### src/rtl/tdma_csr.sv
module tdma_csr #(
  parameter int          ADDR_W     = 8,
  parameter logic [31:0] TYPE_ID    = 32'h0000_C060,
  parameter logic [31:0] VERSION_ID = 32'h0000_0100,
  parameter logic [31:0] NEXT_PTR   = 32'h0000_0000,
  parameter logic [31:0] SLOT_COUNT = 32'd8
) (
  input  logic              clk,
  input  logic              rst_n,
  input  logic              wr_en,
  input  logic              rd_en,
  input  logic [ADDR_W-1:0] addr,
  input  logic [31:0]       wdata,
  output logic [31:0]       rdata,
  input  logic              locked,
  input  logic              error,
  output logic              sched_en,
  output logic [127:0]      start_time,
  output logic [127:0]      sched_period,
  output logic [127:0]      slot_period,
  output logic [127:0]      active_period,
  output logic [3:0]        upd
);

  localparam int NVAL = 4;
  localparam int NWRD = 4;

  logic [NWRD-1:0][31:0] stg  [NVAL];
  logic [127:0]          live [NVAL];
  logic                  ctl_en;
  logic [31:0]           rd_mux;

  wire       hit    = ((addr >> 8) == '0) && (addr[1:0] == 2'b00);
  wire [5:0] word   = addr[7:2];
  wire       in_tv  = hit && (word >= 6'd8) && (word < 6'd24);
  wire [1:0] tv_idx = word[3:2] - 2'd2;
  wire [1:0] tv_wrd = word[1:0];

  always_ff @(posedge clk) begin
    if (!rst_n) begin
      ctl_en <= 1'b0;
      upd    <= '0;
      for (int v = 0; v < NVAL; v++) begin
        stg[v]  <= '0;
        live[v] <= '0;
      end
    end else begin
      upd <= '0;
      if (wr_en && hit && word == 6'd4)
        ctl_en <= wdata[0];
      if (wr_en && in_tv) begin
        stg[tv_idx][tv_wrd] <= wdata;
        if (tv_wrd == 2'd3) begin
          live[tv_idx] <= {wdata, stg[tv_idx][2], stg[tv_idx][1], stg[tv_idx][0]};
          upd[tv_idx]  <= 1'b1;
        end
      end
    end
  end

  always_comb begin
    rd_mux = '0;
    if (hit) begin
      if (in_tv)
        rd_mux = stg[tv_idx][tv_wrd];
      else
        case (word)
          6'd0:    rd_mux = TYPE_ID;
          6'd1:    rd_mux = VERSION_ID;
          6'd2:    rd_mux = NEXT_PTR;
          6'd3:    rd_mux = SLOT_COUNT;
          6'd4:    rd_mux = {31'd0, ctl_en};
          6'd5:    rd_mux = {30'd0, error, locked};
          default: rd_mux = '0;
        endcase
    end
  end

  always_ff @(posedge clk) begin
    if (!rst_n)
      rdata <= '0;
    else if (rd_en)
      rdata <= rd_mux;
  end

  assign sched_en      = ctl_en;
  assign start_time    = live[0];
  assign sched_period  = live[1];
  assign slot_period   = live[2];
  assign active_period = live[3];

endmodule

### config.mk
export PLATFORM = sky130hd
export DESIGN_NAME = tdma_csr
export DESIGN_NICKNAME = d
export VERILOG_FILES = /design/src/rtl/tdma_csr.sv
export SDC_FILE = /design/constraint.sdc
export NUM_CORES = 1
export LEC_CHECK = 0
export ABC_AREA = 0
export BUFFER_PORTS_ARGS = -buffer_cell sky130_fd_sc_hd__buf_2
export CAP_MARGIN = 20
export CELL_PAD_IN_SITES_DETAIL_PLACEMENT = 0
export CELL_PAD_IN_SITES_GLOBAL_PLACEMENT = 1
export CORE_MARGIN = 1.5
export CORE_UTILIZATION = 40
export DETAILED_ROUTE_END_ITERATION = 16
export GPL_ROUTABILITY_DRIVEN = 0
export PLACE_DENSITY_LB_ADDON = 0.15
export SYNTH_ARGS = -nofsm -noshare
export SYNTH_HDL_FRONTEND = slang
export SYNTH_SLANG_ARGS = --single-unit
### constraint.sdc
create_clock -name clk -period 20.9 [get_ports clk]
set_input_delay 2.09 -clock clk [delete_from_list [all_inputs] [get_ports clk]]
set_output_delay 2.09 -clock clk [all_outputs]
set_load 0.01 [all_outputs]
# After elaboration in Yosys (flattened, before gate mapping)
# Memories as Yosys holds them, arrays and structs flattened.
# Cells that the tools add are included.
# totals
register_bits,37
ram_bits,1024
out_inout_bits,549
wordCells,52
memories,2
# op_classes
n_addsub,1
n_lt_le_gt_ge,6
n_eq_ne,5
mux,23
n_reduce_logical,12
# mem_list
memory,words,width,read_ports,rd_ports_with_merged_regs,write_ports,line,source
live,4,128,4,0,4,29,logic [127:0] live [NVAL];
stg,4,128,1,0,4,28,logic [NWRD-1:0][31:0] stg [NVAL];
# op_table
cell,n
$mux W128,4
$reduce_or A128 Y1,2
$mux W32,4
$pmux W16 S5,1
$bmux W32 S2,1
$demux W32 S2,1
$eq A6 B3 Y1 const B,2
$mux W1,9
$logic_and A1 B1 Y1,7
$eq A6 B1 Y1 const B,1
$eq A6 B2 Y1 const B,1
$ge A6 B4 Y1 const B,1
$logic_not A6 Y1,1
$lt A2 B3 Y1 const B,2
$lt A6 B5 Y1 const B,1
$ge A2 B1 Y1 const B,2
$mux W2,2
$reduce_and A3 Y1,1
$demux W1 S2,1
$eq A2 B2 Y1 const B,1
$logic_not A2 Y1,1
$sub A2 B2 Y2 const B,1

# Longest topological paths before layout
# logic_depth
ltp_word,9
ltp_mapped,9
ltp_nobuf,4

# Worst setup path before layout
# OpenSTA, ideal clock, no wires.
# synth_path
path_type,input to register
start,in addr[5]
end,"mem live[3][0], enable pin"
t_arrival_ns,12.078
required_ns,20.108
setup_slack_ns,8.030
path_stages,7
path_cell_list,buf_4 buf_6 buf_2 buf_2 buf_2 nand2b_1 o21ai_0
# synth_lines
element,line,source
start: declaration,12,"input logic [ADDR_W-1:0] addr,"
end: declaration,29,

==> results by group <==
Run status
  – Status: finished clean

Critical path
  – Critical Path Start Type: input pin
  – CP Class: in -> reg
  – CP Capture Type: register
  – WP data arrival: a little over 6000 ps
  – CP Max Fanout: around 100
  – Crit path required time: about 21000 ps

Routing
  – DRC Markers: 0
  – Wire per inst: roughly 29 µm
  – Routed wire length: 143000 µm
  – Met1 WL: about 55000 µm
  – Routed met2 length: approximately 74000 µm
  – Starting DRT DRC Count: roughly 2.7k
  – Antenna-violating nets left: 0
  – Drt pass-1 iters: 5
  – Detailed-route via count: approximately 27k
  – Uppermost layer routed: met5
  – Post-DR vias/cell: between 5 and 6
  – WL met3: just over 9000 µm

STA
  – Final Skew: 26.0 ps
  – Final WS setup: ~15000 ps
  – Fin. Hold Viols: 0
  – Max Clk Rate: about 170 MHz
  – Hold WS: 512 ps
  – RSZ-0062 raised after global routing: false
  – Slew @ Worst Pin: between 1000 and 1500 ps
  – Rel. slew slack: approximately 22%
  – Final min period: slightly below 6000 ps
  – TNS Setup: 0 ps
  – Period utilization: approximately 28%
  – Fin. max-slew vios: 0
  – Final number of setup-violating endpoints: 0

Clock tree
  – CTS tree: yes
  – Cts bufs inserted: 110
  – Cts repair resizes: 0
  – H-Tree Level Count: 3
  – Clk sinks: around 1.1k
  – Clk_lat worst skew: approximately 690 ps
  – Clk slew on worst S/H paths: 60 ps
  – Root Buffer: clkbuf_16
  – Post-CTS Setup Bufs: 0
  – # hold bufs at CTS: 0
  – Clk buf depth: 3

Logic synthesis
  – Post-Syn Area: about 0.044 mm²
  – Total of warnings raised by yosys: 0
  – Sequential element share of the synthesized area: a little under three quarters
  – Ys async rst share: 0%
  – Syn Inst Count: between 2k and 3k
  – Synth Area per Inst: around 16 µm²
  – Post-synth EDFFs: slightly above 1k
  – Synth cell types: 52
  – Synth Register Bits: between 1k and 1.5k
  – Main synth FF type: edfxtp_1
  – Syn_nets: between 2k and 3k

Global route
  – Vias in the first global route: 27.2k
  – Antenna violations before repair: 7
  – Grt total ovfl: 0
  – Total Routing Usage GR: roughly 25%
  – Pin count of the biggest net entering global routing: 134
  – First-pass GRT wire length: 201000 µm

Floorplan
  – Initial Util: approximately two fifths
  – Row Count: between 100 and 150
  – Area of the core: around 0.11 mm²
  – Die width: 335 µm
  – Die height: 335 µm
  – IO Count: 595
  – Die area: ~0.11 mm²

Power
  – Combinational Power Share: under 10%
  – Part of the power in the clock network: 40.6%
  – Switch Pwr: between 1 and 1.5 mW
  – PD cells: 89.6 mW/mm²
  – Internal power: around 3.6 mW
  – Pwr Total: ~4.7 mW
  – Flop pwr share: between 50% and 60%
  – Net Sw Frac: around a quarter
  – Leakage power: roughly 21 nW
  – Peak supply drop: around 0.00008 V

Cells and area
  – Fin area: between 0.05 and 0.06 mm²
  – Area of the multi-input gates: roughly 0.012 mm²
  – Area grow syn2layout: 18.3%
  – Filler instances: approximately 9.5k
  – Register Area: between 0.03 and 0.04 mm²
  – Share of cells above drive strength 1: between 30% and 40%
  – # nets final: about 3.4k
  – Most frequent cells in the layout: edfxtp_1 (1024), buf_2 (590), and3_1 (414)
  – Most common cell after layout, fill and taps aside: edfxtp_1

Place
  – Setup WS pre-CTS: between 10000 and 15000 ps
  – Detailed placement HPWL: ~93000 µm
  – Placed cell areas: 0.0486 mm²
  – IO buf count: approximately 600

Hold path
  – HP Class: reg -> reg

Flow run
  – Max-cap violations: 0
-- final timing paths --
kind,startpoint,end,slack [ps],cells past startpoint
worst max-delay path,addr[5],live[2][62],15070,9
worst min-delay path,rdata[4],rdata[4],510,1
worst max register to register,stg[1][64],rdata[0],18770,4
worst min register to register,rdata[4],rdata[4],510,1
-- worst max-delay path, cell delays in order --
cell and delay (ps):
buf_8 370, xnor2_2 250, nor4_4 290, buf_4 570, buf_4 770, nand2_2 90, buf_4 350, nand2_4 330
buf_4 770
-- power groups by stage --
| stage | Combinational, mW | Clock (mW) | Sequential [mW] |
|---|---|---|---|
| 6_report | 0.329 | 1.90 | 2.45 |
| 5_1_grt | 0.347 | 2.01 | 2.46 |
| 4_1_cts | 0.334 | 1.93 | 2.45 |
| 3_5_place_dp | 0.333 | 0 | 2.49 |
| 3_3_place_gp | 0.329 | 0 | 2.49 |
| 2_1_floorplan | 0.160 | 0 | 2.51 |
-- final cells by class --
| class | instances | area share [%] |
|---|---|---|
| timing repair buffer | 654 | 6.88 |
| clock buffer | 145 | 5.74 |
| multi-input combinational | 1506 | 22.6 |
| clock inverter | 62 | 0.867 |
| antenna | 1 | 0.00479 |
| inverter | 7 | 0.0503 |
| tap | 1476 | 3.54 |
| sequential | 1061 | 60.3 |
-- state kept, by name, indices dropped and copies added (netlist names) --
| signal | cells |
|---|---|
| sched_en | 1 |
| upd | 4 |
| live | 512 |
| stg | 512 |
| rdata | 32 |
-- cell usage after synthesis (6+ instances only) --
cell	instances	area (µm²)
nand2_1	93	349
and2_1	322	2010
clkbuf_1	176	661
a21oi_1	6	30.0
buf_2	44	220
clkbuf_2	13	65.1
edfxtp_1	1024	30700
mux2i_1	104	1040
mux2_2	58	653
a32o_1	20	200
nand2b_1	7	43.8
o211ai_1	20	150
nor2_1	220	826
o21ai_0	48	240
inv_1	6	22.5
and3_1	415	2600
dfxtp_1	37	741
mux4_2	128	2880
buf_4	12	90.1
nor2b_1	7	43.8
-- per-layer routing --
layer	GRT usage, %	up-vias
met1	31.4	14100
li1	-	11700
met2	43.8	1063
met4	8.81	2
met5	0	-
met3	3.79	231
-- per-stage QoR --
step           std cells  util, %
6_report            4912     47.8
5_1_grt             4911     47.8
2_1_floorplan       2826        -
3_5_place_dp        4699     44.6
4_1_cts             4906     47.7
3_3_place_gp        4693     44.5
-- logic make-up after synthesis --
kind of cell / share of synthesized area (%)
xor+xnor: 0.0567
compound gates: 1.91
flops: 71.3
mux: 10.4
buf+inv: 2.52
simple gates: 13.8
(Power assumes the default switching activity.)
